$ cat config.mk
export PLATFORM = sky130hd
export DESIGN_NAME = rtc_calendar_clock
export DESIGN_NICKNAME = d
export VERILOG_FILES = /design/src/rtl/rtc_cal_pkg.sv /design/src/rtl/rtc_rst_sync.sv /design/src/rtl/rtc_prescaler.sv /design/src/rtl/rtc_cal_step.sv /design/src/rtl/rtc_calendar_clock.sv
export SDC_FILE = /design/constraint.sdc
export NUM_CORES = 1
export LEC_CHECK = 0
export ABC_CLOCK_PERIOD_IN_PS = 4900
export BUFFER_PORTS_ARGS = -buffer_cell sky130_fd_sc_hd__buf_2
export CAP_MARGIN = 20
export CORE_MARGIN = 8
export CORE_UTILIZATION = 38
export CTS_BUF_LIST = sky130_fd_sc_hd__clkbuf_4 sky130_fd_sc_hd__clkbuf_8 sky130_fd_sc_hd__clkbuf_16
export CTS_CLUSTER_DIAMETER = 40
export DETAILED_ROUTE_END_ITERATION = 16
export PLACE_DENSITY = 0.6
export SETUP_SLACK_MARGIN = 0.05
export SLEW_MARGIN = 10
export SYNTH_ARGS = -nofsm -noshare
export SYNTH_HDL_FRONTEND = slang
export SYNTH_SLANG_ARGS = --single-unit
$ cat constraint.sdc
create_clock -name clk -period 4.9 [get_ports clk]
set_input_delay 0.49 -clock clk [delete_from_list [all_inputs] [get_ports clk]]
set_output_delay 0.49 -clock clk [all_outputs]
set_load 0.1 [all_outputs]
$ cat src/rtl/rtc_cal_pkg.sv
package rtc_cal_pkg;

  localparam int unsigned REG_SEC  = 0;
  localparam int unsigned REG_MIN  = 1;
  localparam int unsigned REG_HOUR = 2;
  localparam int unsigned REG_WDAY = 3;
  localparam int unsigned REG_MDAY = 4;
  localparam int unsigned REG_MON  = 5;
  localparam int unsigned REG_YEAR = 6;
  localparam int unsigned REG_CTLA = 7;
  localparam int unsigned REG_CTLB = 8;

  localparam int unsigned B_FREEZE = 7;
  localparam int unsigned B_BIN    = 2;
  localparam int unsigned B_H24    = 1;

  localparam logic [6:0] CTLA_RST = 7'h26;
  localparam logic [7:0] CTLB_RST = 8'h02;

  typedef struct packed {
    logic [7:0] sec;
    logic [7:0] min;
    logic [7:0] hr;
    logic [7:0] dow;
    logic [7:0] dom;
    logic [7:0] mon;
    logic [7:0] yr;
  } cal_regs_t;

  localparam cal_regs_t CAL_RST = '{sec: 8'h00, min: 8'h00, hr: 8'h00,
                                    dow: 8'h01, dom: 8'h01, mon: 8'h01,
                                    yr: 8'h00};

  // Stored byte to plain number in the selected format.
  function automatic logic [6:0] raw_to_num(input logic [7:0] raw, input logic bin);
    logic [6:0] tens;
    logic [6:0] ones;
    tens = {3'b000, raw[7:4]};
    ones = {3'b000, raw[3:0]};
    return bin ? raw[6:0] : 7'(tens * 7'd10) + ones;
  endfunction

  // Plain number (0..99) to stored byte in the selected format.
  function automatic logic [7:0] num_to_raw(input logic [6:0] n, input logic bin);
    return bin ? {1'b0, n} : {4'(n / 7'd10), 4'(n % 7'd10)};
  endfunction

  // Hour 0..23 to stored byte for the selected dial.
  function automatic logic [7:0] hour_to_raw(input logic [6:0] h, input logic bin,
                                             input logic h24);
    logic [6:0] h12;
    if (h24) return num_to_raw(h, bin);
    h12 = (h == 7'd0) ? 7'd12 : ((h > 7'd12) ? h - 7'd12 : h);
    return num_to_raw(h12, bin) | ((h >= 7'd12) ? 8'h80 : 8'h00);
  endfunction

  function automatic logic [6:0] month_len(input logic [6:0] mon, input logic [6:0] yr);
    case (mon)
      7'd2:                      return (yr[1:0] == 2'b00) ? 7'd29 : 7'd28;
      7'd4, 7'd6, 7'd9, 7'd11:   return 7'd30;
      default:                   return 7'd31;
    endcase
  endfunction

endpackage

$ cat src/rtl/rtc_rst_sync.sv
module rtc_rst_sync (
  input  logic clk,
  input  logic rst_n_in,
  output logic rst_n_out
);
  logic [1:0] sync_q;

  always_ff @(posedge clk or negedge rst_n_in) begin
    if (!rst_n_in) sync_q <= 2'b00;
    else           sync_q <= {sync_q[0], 1'b1};
  end

  assign rst_n_out = sync_q[1];
endmodule

$ cat src/rtl/rtc_prescaler.sv
module rtc_prescaler #(
  parameter int unsigned TICK_HZ   = 32768,
  parameter int unsigned UIP_TICKS = 8,
  parameter int unsigned CNT_W     = $clog2(TICK_HZ)
) (
  input  logic             clk,
  input  logic             rst_n,
  input  logic             tick_en,
  input  logic             run,
  input  logic             div_rst,
  input  logic             half_ld,
  output logic [CNT_W-1:0] phase,
  output logic             sec_pulse,
  output logic             uip
);
  localparam logic [CNT_W-1:0] LAST     = CNT_W'(TICK_HZ - 1);
  localparam logic [CNT_W-1:0] HALF     = CNT_W'(TICK_HZ / 2);
  localparam logic [CNT_W-1:0] UIP_FROM = CNT_W'(TICK_HZ - UIP_TICKS);

  logic [CNT_W-1:0] phase_q;
  logic [CNT_W-1:0] phase_d;
  logic             cnt_en;

  assign cnt_en = run && tick_en;

  // Release load outranks the held reset: it is written while reset is active.
  always_comb begin
    phase_d = phase_q;
    if (half_ld)       phase_d = HALF;
    else if (div_rst)  phase_d = '0;
    else if (cnt_en)   phase_d = (phase_q == LAST) ? '0 : phase_q + 1'b1;
  end

  always_ff @(posedge clk or negedge rst_n) begin
    if (!rst_n) phase_q <= '0;
    else        phase_q <= phase_d;
  end

  assign phase     = phase_q;
  assign sec_pulse = cnt_en && (phase_q == LAST);
  assign uip       = run && (phase_q >= UIP_FROM);
endmodule

$ cat src/rtl/rtc_cal_step.sv
module rtc_cal_step
  import rtc_cal_pkg::*;
(
  input  cal_regs_t cur,
  input  logic      bin,
  input  logic      h24,
  output cal_regs_t nxt
);
  logic [6:0] s, m, h, hv, dw, dd, mo, yr, mlen;
  logic       c_min, c_hr, c_day, c_mon, c_yr;

  always_comb begin
    s    = raw_to_num(cur.sec, bin);
    m    = raw_to_num(cur.min, bin);
    dw   = raw_to_num(cur.dow, bin);
    dd   = raw_to_num(cur.dom, bin);
    mo   = raw_to_num(cur.mon, bin);
    yr   = raw_to_num(cur.yr,  bin);
    hv   = raw_to_num({1'b0, cur.hr[6:0]}, bin);
    if (h24) begin
      h = raw_to_num(cur.hr, bin);
    end else begin
      h = (hv >= 7'd12) ? 7'd0 : hv;
      if (cur.hr[7]) h = h + 7'd12;
    end
    mlen = month_len(mo, yr);

    nxt   = cur;
    c_min = (s >= 7'd59);
    nxt.sec = num_to_raw(c_min ? 7'd0 : s + 7'd1, bin);

    c_hr = c_min && (m >= 7'd59);
    if (c_min) nxt.min = num_to_raw(c_hr ? 7'd0 : m + 7'd1, bin);

    c_day = c_hr && (h >= 7'd23);
    if (c_hr) nxt.hr = hour_to_raw(c_day ? 7'd0 : h + 7'd1, bin, h24);

    if (c_day) nxt.dow = num_to_raw((dw >= 7'd7) ? 7'd1 : dw + 7'd1, bin);

    c_mon = c_day && (dd >= mlen);
    if (c_day) nxt.dom = num_to_raw(c_mon ? 7'd1 : dd + 7'd1, bin);

    c_yr = c_mon && (mo >= 7'd12);
    if (c_mon) nxt.mon = num_to_raw(c_yr ? 7'd1 : mo + 7'd1, bin);

    if (c_yr) nxt.yr = num_to_raw((yr >= 7'd99) ? 7'd0 : yr + 7'd1, bin);
  end
endmodule

$ cat src/rtl/rtc_calendar_clock.sv
module rtc_calendar_clock
  import rtc_cal_pkg::*;
#(
  parameter int unsigned TICK_HZ   = 32768,
  parameter int unsigned UIP_TICKS = 8,
  parameter int unsigned ADDR_W    = 4
) (
  input  logic              clk,
  input  logic              rst_n,
  input  logic              tick_en,
  input  logic              wr_en,
  input  logic [ADDR_W-1:0] addr,
  input  logic [7:0]        wr_data,
  output logic [7:0]        rd_data
);
  localparam int unsigned CNT_W = $clog2(TICK_HZ);

  logic             rst_s_n;
  cal_regs_t        cal_q, cal_d, cal_nx;
  logic [6:0]       ctla_q, ctla_d;
  logic [7:0]       ctlb_q, ctlb_d;
  logic             run_w, div_rst_w, wr_a, half_ld, sec_pulse, uip_w;
  logic [CNT_W-1:0] phase_q;

  rtc_rst_sync u_rst (.clk(clk), .rst_n_in(rst_n), .rst_n_out(rst_s_n));

  assign run_w     = !ctlb_q[B_FREEZE] && (ctla_q[6:4] <= 3'd2);
  assign div_rst_w = (ctla_q[6:5] == 2'b11);
  assign wr_a      = wr_en && (addr == ADDR_W'(REG_CTLA));
  assign half_ld   = wr_a && div_rst_w && (wr_data[6:4] <= 3'd2);

  rtc_prescaler #(.TICK_HZ(TICK_HZ), .UIP_TICKS(UIP_TICKS), .CNT_W(CNT_W)) u_pre (
    .clk(clk), .rst_n(rst_s_n), .tick_en(tick_en), .run(run_w),
    .div_rst(div_rst_w), .half_ld(half_ld), .phase(phase_q),
    .sec_pulse(sec_pulse), .uip(uip_w)
  );

  rtc_cal_step u_step (
    .cur(cal_q), .bin(ctlb_q[B_BIN]), .h24(ctlb_q[B_H24]), .nxt(cal_nx)
  );

  // Update first, then a host write to one field overrides that field only.
  always_comb begin
    cal_d  = sec_pulse ? cal_nx : cal_q;
    ctla_d = ctla_q;
    ctlb_d = ctlb_q;
    if (wr_en) begin
      case (addr)
        ADDR_W'(REG_SEC):  cal_d.sec = wr_data;
        ADDR_W'(REG_MIN):  cal_d.min = wr_data;
        ADDR_W'(REG_HOUR): cal_d.hr  = wr_data;
        ADDR_W'(REG_WDAY): cal_d.dow = wr_data;
        ADDR_W'(REG_MDAY): cal_d.dom = wr_data;
        ADDR_W'(REG_MON):  cal_d.mon = wr_data;
        ADDR_W'(REG_YEAR): cal_d.yr  = wr_data;
        ADDR_W'(REG_CTLA): ctla_d    = wr_data[6:0];
        ADDR_W'(REG_CTLB): ctlb_d    = wr_data;
        default: ;
      endcase
    end
  end

  always_ff @(posedge clk or negedge rst_s_n) begin
    if (!rst_s_n) begin
      cal_q  <= CAL_RST;
      ctla_q <= CTLA_RST;
      ctlb_q <= CTLB_RST;
    end else begin
      cal_q  <= cal_d;
      ctla_q <= ctla_d;
      ctlb_q <= ctlb_d;
    end
  end

  always_comb begin
    case (addr)
      ADDR_W'(REG_SEC):  rd_data = cal_q.sec;
      ADDR_W'(REG_MIN):  rd_data = cal_q.min;
      ADDR_W'(REG_HOUR): rd_data = cal_q.hr;
      ADDR_W'(REG_WDAY): rd_data = cal_q.dow;
      ADDR_W'(REG_MDAY): rd_data = cal_q.dom;
      ADDR_W'(REG_MON):  rd_data = cal_q.mon;
      ADDR_W'(REG_YEAR): rd_data = cal_q.yr;
      ADDR_W'(REG_CTLA): rd_data = {uip_w, ctla_q};
      ADDR_W'(REG_CTLB): rd_data = ctlb_q;
      default:           rd_data = 8'h00;
    endcase
  end
endmodule

==> flow_summary.ini, run 1 <==
[outcome]
outcome = complete, but fails checks
failing_checks = negative setup slack

[critical_path]
critical_path.startpoint = cal_q[36]
critical-path-slowest-cell = sky130_fd_sc_hd__fa_2
regToRegEndpoint = cal_q[34]
timing.critical_path.from_type = flip-flop
data_required_time_at_the_worst_endpoint_ps = 5170
worstRegToRegCells = 35
slowest_delay_ps = 550
critical_path_class = reg2reg
cp_data_arrival_time_ps = 6860
setup.worst_path.end = cal_q[34]
endpoint_kind = flip-flop
crit_path_max_fanout = 6
worst_r2r_startpoint = cal_q[36]
r2r_setup_slack_ps = -1690

[placed_design]
routabilityCongestion = 0.948
numPlacedInstances = 2208
placedInstanceArea_um2 = 14900
preCtsSetupSlack_ps = -1790
i_o_buffers = 23
dpl.hpwl_um = 30500

[sta]
relSlewSlack_pct = 31.4
worst_clock_skew_ps = 7.32
finalHoldViolCount = 0
timing.final.crit_period_ps = 6590
final-max-slew-violation-count = 0
final_min_period_over_clock_period_pct = 134
worstMarginPinSlew_ps = 1020
final_critical_path_setup_slack_ps = -1690
setup_viol = 19
rsz0062_at_grt = true
achievable-frequency_mhz = 152

[finish]
finish.cell_count_without_fillers = 2293
final_nets = 2011
share_of_post_route_cells_with_drive_strength_above_1_pct = 41.9
layout.cell_area.non_filler_um2 = 16800
area.growth.synth_to_final_pct = 51.2

[die]
starting_density_of_the_core_pct = 38.7
std_cell_rows = 62
fp.dieArea_um2 = 35000
chipHeight_um = 187
floorplan_core_area_um2 = 28800
die_w_um = 187
io_pins = 24

[global_route]
first_global_vias = 13100
grt_overflow = 0
maximum_number_of_pins_on_one_net_before_global_route_repair = 47
grtUsageTotal_pct = 22.4
antenna_found_initial = 0
grt_first_pass_wirelength_um = 65600

[yosys]
synth.yosys.seq_area_share_pct = 19.9
synth_largest_area_cell = sky130_fd_sc_hd__dfrtp_1
async_flop_share_pct = 100
synth_enable_flop_cells = 0
synth_seq_cells = 88
yosys-top-cells-area = sky130_fd_sc_hd__dfrtp_1 (18%), sky130_fd_sc_hd__ha_1 (8.9%), sky130_fd_sc_hd__nand2_1 (6.6%)
synth.yosys.warnings = 0
syn_nets = 1585
mappedNetlistArea_um2 = 11100
syn_avg_cell_area_um2 = 7.54
netlist.area_leader.share_pct = 18.2
synthTopCellsByCount = sky130_fd_sc_hd__nand2_1 (196), sky130_fd_sc_hd__nor2_1 (118), sky130_fd_sc_hd__o21ai_0 (115), sky130_fd_sc_hd__a21oi_1 (107), sky130_fd_sc_hd__dfrtp_1 (81)
syn_inst = 1476
yosys.cell_types.count = 101
yosys.cell_count.top_type = sky130_fd_sc_hd__nand2_1
dominantRegCellSynth = sky130_fd_sc_hd__dfrtp_1

[flow_run]
cap_viol_max_count = 0

[detailed_routing]
via_per_inst = 5.68
ant_nets = 0
drt_wl_total_um = 40800
via_count = 13000
first_pass_detailed_route_iteration_total = 5
drt_first_iter_violations = 861
routed_wire_length_per_instance_um = 17.8
post-route-drc-count = 0

[clocking]
path_clk_slew_ps = 70
cts_num_sinks = 88
h-tree-depth = 3
tritoncts = yes
worstSkewPairLatency_ps = 350
cts_root_buffer = sky130_fd_sc_hd__clkbuf_16
numCtsBuffers = 9
cts.path.max_buffers = 2

[hold_path]
min_path_type = reg2async
-- worst max-delay path: cells and delay by family (launching register included) --
kind | cells | cell delay (ps)
flip-flops | 1 | 390
buffers and inverters | 4 | 280
adder cells (fa/ha/maj) | 6 | 1650
AND/OR/NAND/NOR | 14 | 2380
AO/OA/AOI/OAI | 11 | 1770
-- worst min-delay path by stage --
| stage | to | slack [ps] | cells past startpoint |
|---|---|---|---|
| after CTS | cal_q[54] | 340 | 0 |
| after detailed placement | u_rst.sync_q[1] | 280 | 1 |
| after global placement | u_rst.sync_q[0] | 280 | 1 |
| final | cal_q[54] | 320 | 0 |
| after global routing | cal_q[54] | 380 | 0 |
| after floorplan | u_rst.sync_q[0] | 190 | 0 |
-- layout make-up --
class / count / area (µm²)
timing repair buffer: 484 / 3700
antenna: 2 / 5.00
fill: 2521 / 11900
multi-input combinational: 1260 / 9900
clock inverter: 5 / 56.3
tap: 384 / 480
inverter: 59 / 231
clock buffer: 11 / 246
sequential: 88 / 2220
-- layer usage --
layer  track usage (%)  up-vias  part of all wire, %
met4              6.44        0                  2.2
met2              38.5      352                   48
met1              28.2     6282                   44
met3              3.95       80                  5.4
li1                  -     6319                    -
met5                 0        -                    0
-- state kept, by name, summed over array words and instances (netlist names) --
register and flops:
cal_q 56, u_pre.phase 15, ctlb_q 8, ctla_q 7
u_rst.sync_q 2
-- stage by stage --
step	setup TNS [ps]	hold WS [ps]	util, %
2_1_floorplan	-17860	194	-
3_3_place_gp	-22130	276	51.7
3_5_place_dp	-24490	279	51.7
4_1_cts	-19430	341	56.1
5_1_grt	-26670	376	58.5
6_report	-20650	319	58.5
-- what timing repair did --
| action | CTS | global route |
|---|---|---|
| hold endpoints to repair | 2 | 0 |
| pin swaps | 77 | 87 |
| hold buffers | 1 | 0 |
| resized for setup | 140 | 116 |
| endpoints found under the setup margin | 28 | 34 |
| setup buffers | 48 | 29 |
-- cells by family after synthesis --
kind of cell	share of synthesized area [%]
muxes	6.25
DFF	19.9
adders and majority gates	11.5
other	0.0337
xor gates and xnor gates	5.11
buffers and inverters	4.66
and+or+nand+nor	24.1
AOI/OAI and AO/OA	28.5
-- placed cells by master (no fill, tap or decap), types with 36 or more instances in the layout --
master and instances:
sky130_fd_sc_hd__a21oi_1 89, sky130_fd_sc_hd__buf_4 435, sky130_fd_sc_hd__dfrtp_1 77, sky130_fd_sc_hd__ha_1 50
sky130_fd_sc_hd__inv_1 43, sky130_fd_sc_hd__nand2_1 178, sky130_fd_sc_hd__nand3_1 42, sky130_fd_sc_hd__nor2_1 98
sky130_fd_sc_hd__nor3_1 37, sky130_fd_sc_hd__o21ai_0 90, sky130_fd_sc_hd__xnor2_1 36
Power of run 1 is not shown: default switching activity piles up to over one toggle a cycle in this logic, so the estimate is an artifact.
==> run 2, diff against run 1 <==
--- a/config.mk
+++ b/config.mk
@@ -9,11 +9,11 @@
 export BUFFER_PORTS_ARGS = -buffer_cell sky130_fd_sc_hd__buf_2
 export CAP_MARGIN = 20
 export CORE_MARGIN = 8
-export CORE_UTILIZATION = 38
+export CORE_UTILIZATION = 50
 export CTS_BUF_LIST = sky130_fd_sc_hd__clkbuf_4 sky130_fd_sc_hd__clkbuf_8 sky130_fd_sc_hd__clkbuf_16
 export CTS_CLUSTER_DIAMETER = 40
 export DETAILED_ROUTE_END_ITERATION = 16
-export PLACE_DENSITY = 0.6
+export PLACE_DENSITY = 0.66
 export SETUP_SLACK_MARGIN = 0.05
 export SLEW_MARGIN = 10
 export SYNTH_ARGS = -nofsm -noshare
==> flow_summary.ini, run 2 (synthesis gave the netlist of run 1 again) <==
[sta]
finalHoldViolCount = 0
rsz0062_at_grt = true
timing.hold.ws_ps = 370
timing.final.crit_period_ps = 6560
worstMarginPinSlew_ps = 940
setup_viol = 22
worst_clock_skew_ps = 12.3
final-max-slew-violation-count = 0
final_critical_path_setup_slack_ps = -1660
relSlewSlack_pct = 36.8
final_min_period_over_clock_period_pct = 134
achievable-frequency_mhz = 153

[critical_path]
critical-path-slowest-cell = sky130_fd_sc_hd__fa_2
worstRegToRegCells = 35
cp_data_arrival_time_ps = 6830
r2r_setup_slack_ps = -1660
crit_path_max_fanout = 5
slowest_delay_ps = 560
regToRegEndpoint = cal_q[34]
timing.critical_path.from_type = flip-flop
endpoint_kind = flip-flop
worst_r2r_startpoint = cal_q[36]
critical_path_class = reg2reg
data_required_time_at_the_worst_endpoint_ps = 5170
setup.worst_path.end = cal_q[34]
critical_path.startpoint = cal_q[36]

[clocking]
worstSkewPairLatency_ps = 350
cts_root_buffer = sky130_fd_sc_hd__clkbuf_16
path_clk_slew_ps = 70
numCtsBuffers = 9
tritoncts = yes
h-tree-depth = 3
cts.path.max_buffers = 2
cts_num_sinks = 88

[finish]
register_containing_the_most_flip_flops_in_the_final_layout = cal_q
layout_common_cells = sky130_fd_sc_hd__buf_4 (439), sky130_fd_sc_hd__nand2_1 (181), sky130_fd_sc_hd__nor2_1 (98)
ff_latch_area_um2 = 2220
fillerInstances = 1506
final_nets = 2022
number_of_flip_flops_under_the_largest_register_name = 56
share_of_post_route_cells_with_drive_strength_above_1_pct = 41.7
layout.cells.most_common = sky130_fd_sc_hd__buf_4
multi_input_area_um2 = 9760
area.growth.synth_to_final_pct = 50.7
layout.cell_area.non_filler_um2 = 16800

[detailed_routing]
ant_nets = 0
drt_first_iter_violations = 1294
via_count = 13700
via_per_inst = 6.21
drt_wl_total_um = 42700
routed_wire_length_per_instance_um = 19.4
post-route-drc-count = 0
first_pass_detailed_route_iteration_total = 6

[global_route]
grt_use_met1_pct = 37.1
first_global_vias = 13100
grt_overflow = 0
antenna_found_initial = 3
grtUsageMet3_pct = 4.73
met2_capacity_usage_during_global_routing_pct = 49.9
grt_first_pass_wirelength_um = 64900
gr-max-usage-layer = met2
grtUsageTotal_pct = 29.3
maximum_number_of_pins_on_one_net_before_global_route_repair = 50

[die]
starting_density_of_the_core_pct = 51.0
fp.dieArea_um2 = 27300
std_cell_rows = 54
die_w_um = 165
chipHeight_um = 165
io_pins = 24
floorplan_core_area_um2 = 21800

[flow_run]
cap_viol_max_count = 0

[placed_design]
placedInstanceArea_um2 = 14600
i_o_buffers = 23
dpl.hpwl_um = 29700
routabilityCongestion = 1.01

[outcome]
outcome = complete, but fails checks
failing_checks = negative setup slack

[hold_path]
min_path_type = reg2reg
[run 2: stage by stage]
stage / instances / util (%) / setup slack, ps / setup TNS, ps
global placement: 2080 / 66.7 / -1630 / -22360
detailed placement: 2080 / 66.7 / -1880 / -25440
global route: 2200 / 76.9 / -1910 / -27500
CTS: 2165 / 74.0 / -1570 / -18460
floorplan: 1476 / - / -1790 / -17860
finish: 2201 / 76.9 / -1660 / -21360
[run 2: worst max-delay path, delay by kind of cell (launching register included)]
kind | cells | cell delay [ps]
AOI/OAI and AO/OA | 12 | 1960
adders and majority gates | 6 | 1640
buffers and inverters | 4 | 260
DFF | 1 | 390
and+or+nand+nor | 13 | 2210
[run 2: metal layers]
layer  vias to the layer above  wire (µm)
met3                       122       3410
met4                         2       1470
li1                       6366          -
met2                       608      20500
met5                         -          8
met1                      6572      17400
[run 2: area by class of cell]
class                           instances  area share [%]
Clock inverter                          6           0.537
Multi-Input combinational cell       1260            58.2
Antenna cell                            3          0.0447
Tap cell                              280            2.09
Inverter                               59            1.38
Sequential cell                        88            13.2
Clock buffer                           10            1.42
Timing Repair Buffer                  495            23.1
[run 2: repair_timing]
action                                  4_1_cts  5_1_grt
endpoints found under the setup margin       29       33
gates resized for setup                     146       94
setup buffers                                69       36
hold buffers                                  1        0
pin swaps                                    86       82
hold endpoints to repair                      2        0
gates cloned                                  4        1
[run 2: how the worst min path moves through the flow]
stage / from / end / slack (ps) / cells after the start
2_1_floorplan: rst_n / u_rst.sync_q[0] / 190 / 0
6_report: u_rst.sync_q[0] / u_rst.sync_q[1] / 370 / 0
3_3_place_gp: rst_n / u_rst.sync_q[0] / 270 / 1
5_1_grt: u_rst.sync_q[0] / u_rst.sync_q[1] / 370 / 0
4_1_cts: wr_data[0] / cal_q[8] / 370 / 3
3_5_place_dp: rst_n / u_rst.sync_q[0] / 280 / 1
Power of run 2 is left out for the same reason.
